## config.mk

```make
export PLATFORM = sky130hd
export DESIGN_NAME = fracn_mod3
export DESIGN_NICKNAME = d
export VERILOG_FILES = /design/src/rtl/fnm_pkg.sv /design/src/rtl/fnm_cfg_check.sv /design/src/rtl/fnm_aux_acc.sv /design/src/rtl/fnm_mash3.sv /design/src/rtl/fracn_mod3.sv
export SDC_FILE = /design/constraint.sdc
export NUM_CORES = 1
export LEC_CHECK = 0
export BUFFER_PORTS_ARGS = -buffer_cell sky130_fd_sc_hd__buf_2
export CAP_MARGIN = 20
export CORE_MARGIN = 1
export CORE_UTILIZATION = 62
export CTS_CLUSTER_SIZE = 20
export DETAILED_ROUTE_END_ITERATION = 7
export PLACE_DENSITY = 0.82
export SYNTH_ARGS = -nofsm -noshare
export SYNTH_HDL_FRONTEND = slang
export SYNTH_SLANG_ARGS = --single-unit
export TNS_END_PERCENT = 1
```

## constraint.sdc

```tcl
create_clock -name clk -period 17.7 [get_ports clk]
set_clock_uncertainty 0.05 [all_clocks]
set_input_delay 2.655 -clock clk [delete_from_list [all_inputs] [get_ports clk]]
set_output_delay 2.655 -clock clk [all_outputs]
set_load 0.03 [all_outputs]
```

## src/rtl/fnm_pkg.sv

```systemverilog
package fnm_pkg;
    // Prescaler choice: selects which INT window is legal
    typedef enum logic {
        PRESC_NARROW = 1'b0,
        PRESC_WIDE   = 1'b1
    } presc_e;

    // Shaped correction term, range -3..+4
    localparam int SHAPE_W = 4;
    typedef logic signed [SHAPE_W-1:0] shaped_t;
endpackage

```

## src/rtl/fnm_cfg_check.sv

```systemverilog
module fnm_cfg_check #(
    parameter int INT_W      = 16,
    parameter int F2_W       = 28,
    parameter int INT_MIN_NR = 23,
    parameter int INT_MAX_NR = 32767,
    parameter int INT_MIN_WD = 75
) (
    input  logic [INT_W-1:0] int_v,
    input  logic [F2_W-1:0]  frac2,
    input  logic [F2_W-1:0]  mod2,
    input  logic             presc,
    output logic             legal
);
    import fnm_pkg::*;

    localparam logic [INT_W-1:0] MIN_NR  = INT_W'(INT_MIN_NR);
    localparam logic [INT_W-1:0] MAX_NR  = INT_W'(INT_MAX_NR);
    localparam logic [INT_W-1:0] MIN_WD  = INT_W'(INT_MIN_WD);
    localparam logic [F2_W-1:0]  MOD_MIN = F2_W'(2);

    logic int_ok;
    logic mod_ok;
    logic num_ok;

    always_comb begin
        if (presc_e'(presc) == PRESC_WIDE) begin
            int_ok = (int_v >= MIN_WD);
        end else begin
            int_ok = (int_v >= MIN_NR) && (int_v <= MAX_NR);
        end
        mod_ok = (mod2 >= MOD_MIN);
        num_ok = (frac2 < mod2);
        legal  = int_ok && mod_ok && num_ok;
    end
endmodule

```

## src/rtl/fnm_aux_acc.sv

```systemverilog
module fnm_aux_acc #(
    parameter int F2_W = 28
) (
    input  logic            clk,
    input  logic            rst_n,
    input  logic            clr,
    input  logic            en,
    input  logic [F2_W-1:0] frac2,
    input  logic [F2_W-1:0] mod2,
    output logic            carry,
    output logic [F2_W-1:0] acc
);
    typedef struct packed {
        logic [F2_W-1:0] acc;
    } aux_st_t;

    aux_st_t    st_d, st_q;
    logic [F2_W:0] sum_w;
    logic [F2_W:0] wrap_w;

    always_comb begin
        sum_w  = {1'b0, st_q.acc} + {1'b0, frac2};
        wrap_w = sum_w - {1'b0, mod2};
        carry  = (sum_w >= {1'b0, mod2});
        st_d   = st_q;
        if (clr) begin
            st_d.acc = '0;
        end else if (en) begin
            st_d.acc = carry ? wrap_w[F2_W-1:0] : sum_w[F2_W-1:0];
        end
    end

    always_ff @(posedge clk) begin
        if (!rst_n) begin
            st_q <= '0;
        end else begin
            st_q <= st_d;
        end
    end

    assign acc = st_q.acc;

    // residue stays below a legal modulus
    assert_aux_lt_mod_R5: assert property (@(posedge clk) disable iff (!rst_n)
        (mod2 >= F2_W'(2)) |-> (st_q.acc < mod2));
endmodule

```

## src/rtl/fnm_mash3.sv

```systemverilog
module fnm_mash3 #(
    parameter int F1_W = 24
) (
    input  logic            clk,
    input  logic            rst_n,
    input  logic            clr,
    input  logic            en,
    input  logic [F1_W-1:0] frac1,
    input  logic            cin,
    output fnm_pkg::shaped_t y
);
    import fnm_pkg::*;

    typedef struct packed {
        logic [F1_W-1:0] a;
        logic [F1_W-1:0] b;
        logic [F1_W-1:0] c;
        logic            c2_d1;
        logic            c3_d1;
        logic            c3_d2;
    } mash_st_t;

    mash_st_t st_d, st_q;
    logic [F1_W:0] s1, s2, s3;
    logic          c1, c2, c3;

    always_comb begin
        s1 = {1'b0, st_q.a} + {1'b0, frac1} + {{F1_W{1'b0}}, cin};
        c1 = s1[F1_W];
        s2 = {1'b0, st_q.b} + {1'b0, s1[F1_W-1:0]};
        c2 = s2[F1_W];
        s3 = {1'b0, st_q.c} + {1'b0, s2[F1_W-1:0]};
        c3 = s3[F1_W];

        y = shaped_t'({3'b000, c1})
          + shaped_t'({3'b000, c2})
          - shaped_t'({3'b000, st_q.c2_d1})
          + shaped_t'({3'b000, c3})
          - shaped_t'({2'b00, st_q.c3_d1, 1'b0})
          + shaped_t'({3'b000, st_q.c3_d2});

        st_d = st_q;
        if (clr) begin
            st_d = '0;
        end else if (en) begin
            st_d.a     = s1[F1_W-1:0];
            st_d.b     = s2[F1_W-1:0];
            st_d.c     = s3[F1_W-1:0];
            st_d.c2_d1 = c2;
            st_d.c3_d1 = c3;
            st_d.c3_d2 = st_q.c3_d1;
        end
    end

    always_ff @(posedge clk) begin
        if (!rst_n) begin
            st_q <= '0;
        end else begin
            st_q <= st_d;
        end
    end

    // a load empties the whole cascade
    assert_clear_R9: assert property (@(posedge clk) disable iff (!rst_n)
        clr |=> (st_q.a == '0 && st_q.b == '0 && st_q.c == '0
                 && !st_q.c2_d1 && !st_q.c3_d1 && !st_q.c3_d2));

    // zero input keeps an empty cascade empty
    assert_zero_hold_R6: assert property (@(posedge clk) disable iff (!rst_n)
        (en && !clr && frac1 == '0 && !cin && st_q.a == '0 && st_q.b == '0
         && st_q.c == '0 && !st_q.c2_d1 && !st_q.c3_d1 && !st_q.c3_d2)
        |=> (st_q.a == '0 && st_q.b == '0 && st_q.c == '0));
endmodule

```

## src/rtl/fracn_mod3.sv

```systemverilog
module fracn_mod3 #(
    parameter int INT_W      = 16,
    parameter int F1_W       = 24,
    parameter int F2_W       = 28,
    parameter int INT_MIN_NR = 23,
    parameter int INT_MAX_NR = 32767,
    parameter int INT_MIN_WD = 75
) (
    input  logic             clk,
    input  logic             rst_n,
    input  logic             load,
    input  logic [INT_W-1:0] int_in,
    input  logic [F1_W-1:0]  frac1_in,
    input  logic [F2_W-1:0]  frac2_in,
    input  logic [F2_W-1:0]  mod2_in,
    input  logic             presc_sel,
    output logic [INT_W:0]   div_out,
    output logic             cfg_err
);
    import fnm_pkg::*;

    localparam int OUT_W = INT_W + 1;
    localparam int SUM_W = INT_W + 2;

    typedef struct packed {
        logic [INT_W-1:0] int_v;
        logic [F1_W-1:0]  frac1;
        logic [F2_W-1:0]  frac2;
        logic [F2_W-1:0]  mod2;
        logic             err;
        logic [OUT_W-1:0] div;
    } top_st_t;

    top_st_t st_d, st_q;

    logic             legal_new;
    logic             run_en;
    logic             aux_carry;
    logic [F2_W-1:0]  aux_res;
    shaped_t          shape;
    logic signed [SUM_W-1:0] sum_w;

    fnm_cfg_check #(
        .INT_W      (INT_W),
        .F2_W       (F2_W),
        .INT_MIN_NR (INT_MIN_NR),
        .INT_MAX_NR (INT_MAX_NR),
        .INT_MIN_WD (INT_MIN_WD)
    ) u_check (
        .int_v (int_in),
        .frac2 (frac2_in),
        .mod2  (mod2_in),
        .presc (presc_sel),
        .legal (legal_new)
    );

    assign run_en = !load && !st_q.err;

    fnm_aux_acc #(.F2_W(F2_W)) u_aux (
        .clk   (clk),
        .rst_n (rst_n),
        .clr   (load),
        .en    (run_en),
        .frac2 (st_q.frac2),
        .mod2  (st_q.mod2),
        .carry (aux_carry),
        .acc   (aux_res)
    );

    fnm_mash3 #(.F1_W(F1_W)) u_mash (
        .clk   (clk),
        .rst_n (rst_n),
        .clr   (load),
        .en    (run_en),
        .frac1 (st_q.frac1),
        .cin   (aux_carry),
        .y     (shape)
    );

    always_comb begin
        sum_w = $signed({2'b00, st_q.int_v})
              + $signed({{(SUM_W-SHAPE_W){shape[SHAPE_W-1]}}, shape});
        st_d = st_q;
        if (load) begin
            st_d.int_v = int_in;
            st_d.frac1 = frac1_in;
            st_d.frac2 = frac2_in;
            st_d.mod2  = mod2_in;
            st_d.err   = !legal_new;
            if (legal_new) begin
                st_d.div = {1'b0, int_in};
            end
        end else if (!st_q.err) begin
            st_d.div = sum_w[OUT_W-1:0];
        end
    end

    always_ff @(posedge clk) begin
        if (!rst_n) begin
            st_q     <= '0;
            st_q.err <= 1'b1;
        end else begin
            st_q <= st_d;
        end
    end

    assign div_out = st_q.div;
    assign cfg_err = st_q.err;

    // output stays inside the shaped window around INT
    assert_range_R4: assert property (@(posedge clk) disable iff (!rst_n)
        !st_q.err |-> (int'(st_q.div) >= int'(st_q.int_v) - 3
                       && int'(st_q.div) <= int'(st_q.int_v) + 4));

    // frozen output while settings are illegal
    assert_hold_R8: assert property (@(posedge clk) disable iff (!rst_n)
        (st_q.err && !load) |=> $stable(st_q.div));

    // flag changes only on a load
    assert_flag_only_on_load_R2: assert property (@(posedge clk) disable iff (!rst_n)
        !load |=> $stable(st_q.err));

    // zero fraction gives plain INT
    assert_zero_frac_R6: assert property (@(posedge clk) disable iff (!rst_n)
        (!st_q.err && st_q.frac1 == '0 && st_q.frac2 == '0)
        |-> (st_q.div == {1'b0, st_q.int_v}));

    // unused residue is observed only through assertions above
    logic unused_res;
    assign unused_res = ^aux_res;
endmodule

```

# == After elaboration in Yosys (flattened, before gate mapping) ==
# Cells that the tools add are included.
# totals
ff_bits,217
output_inout_bits,18
# op_classes
addsub,12
order_cmp,6
eq_ne,2
n_mux,5
n_bitwise,1
n_reduce_logical,9
# op_table
operator,n
$add A24 B24 Y25,3
$mux W17,3
$add A28 B28 Y29,1
$ge A29 B28 Y1,1
$ge A28 B2 Y1 const B,1
$lt A28 B28 Y1,1
$mux W28,1
$sub A28 B28 Y28,1
$add A25 B1 Y25,1
$add A17 B4 Y17,1
$ge A16 B5 Y1 const B,1
$ge A16 B7 Y1 const B,1
$le A16 B15 Y1 const B,1
$add A4 B2 Y4,2
$logic_and A1 B1 Y1,4
$sub A4 B2 Y4,1
$sub A4 B3 Y4,1
$logic_not A1 Y1,3
$add A1 B1 Y2,1
$ne A2 B1 Y1 const B,1
$ne A2 B2 Y1 const B,1
$reduce_and A2 Y1,1
$reduce_or A2 Y1,1
$mux W1,1
$not A1 Y1,1

# == Longest topological paths before layout ==
# depth
ltp_word,12
depth_mapped,67
mapped_depth_nobuf,65

# == Cells and area by module ==
# From an unflattened synthesis, not the netlist that was laid out.
# unflattened
hier_cells,2035
area_unflattened_um2,16966.3
# modules_own_cells
mod,n_inst,cells_per_inst,area_each_um2,seq_area_each_um2
fnm_mash3,1,746,6227.2,1501.4
fracn_mod3,1,533,5408.9,2282.2
fnm_aux_acc,1,636,4505.6,560.5
fnm_cfg_check,1,120,824.5,0.0

# == Least setup slack after synthesis ==
# No wires, ideal clock.
# synth_path
kind,reg2reg
start,reg st_q[46] in the netlist's numbering
end,"reg st_q, in the netlist div_out[10]"
t_arrival_ns,12.139
t_required_ns,17.535
path_slack_ns,5.397
stages_incl_launch_ff,66
period_less_slack_ns,12.303
cell_sequence,dfxtp_1 -> ha_1 -> inv_1 -> fa_1 -> nor2b_1 -> o31a_1 -> o211ai_2 -> nand3_1 -> a21oi_1 -> o21bai_1 -> a21o_1 -> xor2_1 -> ha_1 -> a31oi_1 -> nand2b_1 -> a221oi_1 -> o21ai_1 -> o211a_1 -> [... 30 more ...] -> ha_1 -> inv_1 -> fa_1 -> ha_1 -> inv_1 -> ha_1 -> inv_1 -> ha_1 -> a21o_1 -> a31o_1 -> a222oi_1 -> a21oi_1 -> a221oi_2 -> nor3_1 -> or3b_1 -> xnor2_1 -> o21ai_1 -> o21a_1
# synth_lines
element,line,source
start: declaration,fracn_mod3.sv:34,"top_st_t st_d, st_q;"
start signal: assignment,fracn_mod3.sv:103,st_q <= st_d;
$add A28 B28 Y29,fnm_aux_acc.sv:22,"sum_w = {1'b0, st_q.acc} + {1'b0, frac2};"
$ge A29 B28 Y1,fnm_aux_acc.sv:24,"carry = (sum_w >= {1'b0, mod2});"
$add A25 B1 Y25,fnm_mash3.sv:28,"s1 = {1'b0, st_q.a} + {1'b0, frac1} + {{F1_W{1'b0}}, cin};"
named net u_mash.s1[8],fnm_mash3.sv:24,"logic [F1_W:0] s1, s2, s3;"
$add A24 B24 Y25,fnm_mash3.sv:30,"s2 = {1'b0, st_q.b} + {1'b0, s1[F1_W-1:0]};"
named net u_mash.s2[13],fnm_mash3.sv:24,
$add A24 B24 Y25,fnm_mash3.sv:32,"s3 = {1'b0, st_q.c} + {1'b0, s2[F1_W-1:0]};"
$add A4 B2 Y4,fnm_mash3.sv:38,"+ shaped_t'({3'b000, c3})"
$sub A4 B3 Y4,fnm_mash3.sv:39,"- shaped_t'({2'b00, st_q.c3_d1, 1'b0})"
$add A4 B2 Y4,fnm_mash3.sv:40,"+ shaped_t'({3'b000, st_q.c3_d2});"
$add A17 B4 Y17,fracn_mod3.sv:82,"+ $signed({{(SUM_W-SHAPE_W){shape[SHAPE_W-1]}}, shape});"
$mux W17,fracn_mod3.sv:93,end else if (!st_q.err) begin
$mux W17,fracn_mod3.sv:84,if (load) begin
# The timed path passes the listed nets, and every way through them passes these cells. The select of a mux whose other input is x is not followed.
# A chain may end at the register's enable or synchronous reset.

# == Final worst setup path ==
# layout_path
start,reg st_q[47] in the netlist's numbering
end,"reg st_q, in the netlist div_out[10]"
# The elaborated chain is that of the path after synthesis.

==> summary.md <==
| Metric | Value |
|---|---|
| Pwr/cell area | 80.0 nW/um2 |
| Hold Worst Slack | 0.413 ns |
| Post-DRT Antenna Nets | 0 |
| 1st-iter DRT viols | 1130 |
| Fraction of registers with async set/reset | 0 |
| Fmax achieved | 68.2 MHz |
| Largest net degree at the start of global routing | 91 |
| Grt ovf | 0 |
| Fin crit share | 0.828 |
| Antenna diodes | 0 |
| Post-synth EDFFs | 0 |
| CTS root buffer | clkbuf_16 |
| R2r endpoint | div_out[10] |
| Wire per inst | 16.6 um |
| Worst slew pin tran | 0.995 ns |
| Nets@finish | 2308 |
| Setup crit end kind | flip-flop |
| PostCTS Resize Cnt | 0 |
| Vias in the first global route | 13500 |
| Unrepaired setup endpoints after global routing | false |
| Syn Std Cell Area | 16000 um2 |
| Routed WL | 39.7 mm |
| # setup viols final | 0 |
| GP Congestion | 0.958 |
| # rows | 58 |
| Overall power consumption | 0.00140 W |
| Post-synthesis cell type count | 83 |
| Tmin final | 14.66 ns |
| Commonest non-fill, non-tap cell in the layout | nor2_1 |
| Die H | 163 um |
| Worst path arrival time | 15.05 ns |
| HPWL Detailed | 29.1 mm |
| CP required | 18.09 ns |
| H-tree levels | 1 |
| Hold Path Class | flip-flop to flip-flop |
| Die W | 163 um |
| Initial core utilization | 0.633 |
| R2r worst-path depth | 62 |
| Rel. slew slack | 0.336 |
| Clk_lat worst skew | 0.55 ns |
| DR vias/cell | 6.02 |
| Mapped Cells | 1982 |
| Final core occ | 0.694 |
| Setup_tns | 0 ns |
| CTS clock-pin slew for the worst setup and hold paths | 0.06 ns |
| Global-route wire length before repair | 65.5 mm |
| Final hold violations | 0 |
| Leakage power | 8.20 nW |
| Share of cells above drive strength 1 | 0.101 |
| Crit path kind | flip-flop to flip-flop |
| Die area | 26400 um2 |
| I/O pin cnt | 118 |
| Multi-input logic area | 10800 um2 |
| Hold Path Depth | 1 |
| Commonest non-fill, non-tap cells in the layout | 250 x nor2_1, 216 x dfxtp_1, 165 x a21oi_1 |
| Critical R2R Launch | st_q[47] |
| Number of synthesized register bits | 217 |
| Sequential area share after synthesis | 0.272 |
| Final Slew Violations | 0 |
| Synth-to-layout area growth | 9.54% |
| Max stage delay on crit path | 0.73 ns |
| Core area | 25300 um2 |
| Hold buffer count at cts | 0 |
| Clock net sink count | 217 |
| Detailed-route via count | 14400 |
| Hold wc startpoint | u_aux.acc[21] |
| Syn. warnings | 0 |
| Slowest cell on crit path | o211ai_4 |
| Non-filler cells, final | 2385 |
| Critical path startpoint category | flip-flop |
| All-Layer GR Usage | 0.299 |
| Crit-path max FO | 26 |
| Register area | 4350 um2 |
| CTS tree | built |
| Post-synth net total | 2254 |
| Max clock buf depth | 3 |
| CTS Buf Count | 26 |
| Synth Area per Inst | 8.07 um2 |
| Hold Path End | u_aux.acc[21] |
| Max cap viols | 0 |
| Antenna violations before repair | 0 |
| Commonest register cell after synthesis | dfxtp_1 |
| Residual DRC | 0 |
| Status | finished, final reports clean |
| Maximum VDD drop | 0.0767 mV |
| IO Port Bufs | 117 |
| Setup Buffers After CTS | 0 |
| Fillers | 2042 |
| R2r setup slk | 3.04 ns |
| DP Cell Count | 2337 |
| Drt pass-1 iters | 6 |
## cells by family after synthesis
kind of cell,after synthesis,synth area share
compound gates,512,0.209
xor+xnor,122,0.0668
fa+ha+maj,172,0.139
buf+inv,211,0.0556
flops,217,0.272
mux,135,0.0846
simple gates,613,0.173
## state kept, by name, summed over array words and instances, names as in the netlist
signal,cells
cfg_err,1
div_out,17
u_mash.st_q,75
u_aux.acc,28
st_q,96
## power by group
part | internal [W] | total, W | switching [W]
logic | 0.000129 | 0.000323 | 0.000193
registers | 0.000508 | 0.000523 | 0.0000153
clock network | 0.000341 | 0.000556 | 0.000215
total | 0.000978 | 0.00140 | 0.000424
## layout make-up
type | instances | share of cell area
inverters | 109 | 0.0236
flip-flops and latches | 217 | 0.248
multi-input cells | 1554 | 0.615
clock buffers | 33 | 0.0403
repair buffers | 128 | 0.0388
well taps | 330 | 0.0236
clock inverters | 14 | 0.0108
## per-layer routing
layer  wire length (um)  GRT usage
met5                  0          0
met4                897     0.0731
met3               2220     0.0321
met2              18300      0.514
met1              18300      0.399
## how the worst max path moves through the flow
stage	from	to	slack, ns	cells after the start
floorplan	st_q[46]	div_out[10]	5.40	65
global placement	st_q[47]	div_out[10]	3.87	62
detailed placement	st_q[47]	div_out[10]	3.25	62
CTS	st_q[47]	div_out[10]	3.23	62
global route	st_q[47]	div_out[10]	1.92	62
finish	st_q[47]	div_out[10]	3.04	62
## critical path: cells and delay by family, from the launching register on
kind | cells | cell delay [ns]
AO/OA/AOI/OAI | 34 | 8.05
adder cells (fa/ha/maj) | 11 | 3.61
AND/OR/NAND/NOR | 9 | 1.35
XOR/XNOR | 4 | 0.67
buffers and inverters | 4 | 0.44
flip-flops | 1 | 0.33
## through the flow
step / setup slack [ns] / instance area (um2)
floorplan: 5.40 / 16000
global placement: 3.87 / 16600
detailed placement: 3.25 / 16600
CTS: 3.23 / 17500
global route: 1.92 / 17500
finish: 3.04 / 17500
## synth_stat cells (4+ instances only)
master | number | area [um2]
o21bai_1 | 13 | 97.6
o211ai_1 | 10 | 75.1
a211oi_1 | 15 | 113
o31a_1 | 10 | 87.6
buf_4 | 18 | 135
a31oi_1 | 18 | 113
buf_1 | 15 | 56.3
o41ai_1 | 4 | 35.0
or2_2 | 6 | 37.5
mux2i_1 | 134 | 1340
and2_1 | 8 | 50.1
nor4_1 | 12 | 75.1
a221oi_2 | 5 | 75.1
o21ai_0 | 100 | 500
nand2_1 | 139 | 522
a221oi_1 | 6 | 52.6
fa_1 | 9 | 180
o21ai_1 | 6 | 30.0
o31ai_1 | 10 | 75.1
nand4_1 | 11 | 68.8
a21oi_1 | 165 | 826
ha_1 | 163 | 2040
dfxtp_1 | 217 | 4340
o21a_1 | 22 | 165
nor2_1 | 252 | 946
clkbuf_1 | 62 | 233
nor3_1 | 39 | 195
o211a_1 | 4 | 40.0
a2111oi_0 | 4 | 35.0
a211o_1 | 11 | 96.3
nand2b_1 | 21 | 131
a21o_1 | 59 | 443
inv_1 | 107 | 402
nand3b_1 | 6 | 45.0
buf_2 | 4 | 20.0
nor2b_1 | 25 | 156
xnor2_1 | 83 | 727
and3_1 | 20 | 125
a22o_1 | 4 | 35.0
or3_1 | 13 | 81.3
xor2_1 | 39 | 342
nand3_1 | 51 | 255
(Power assumes the default switching activity.)
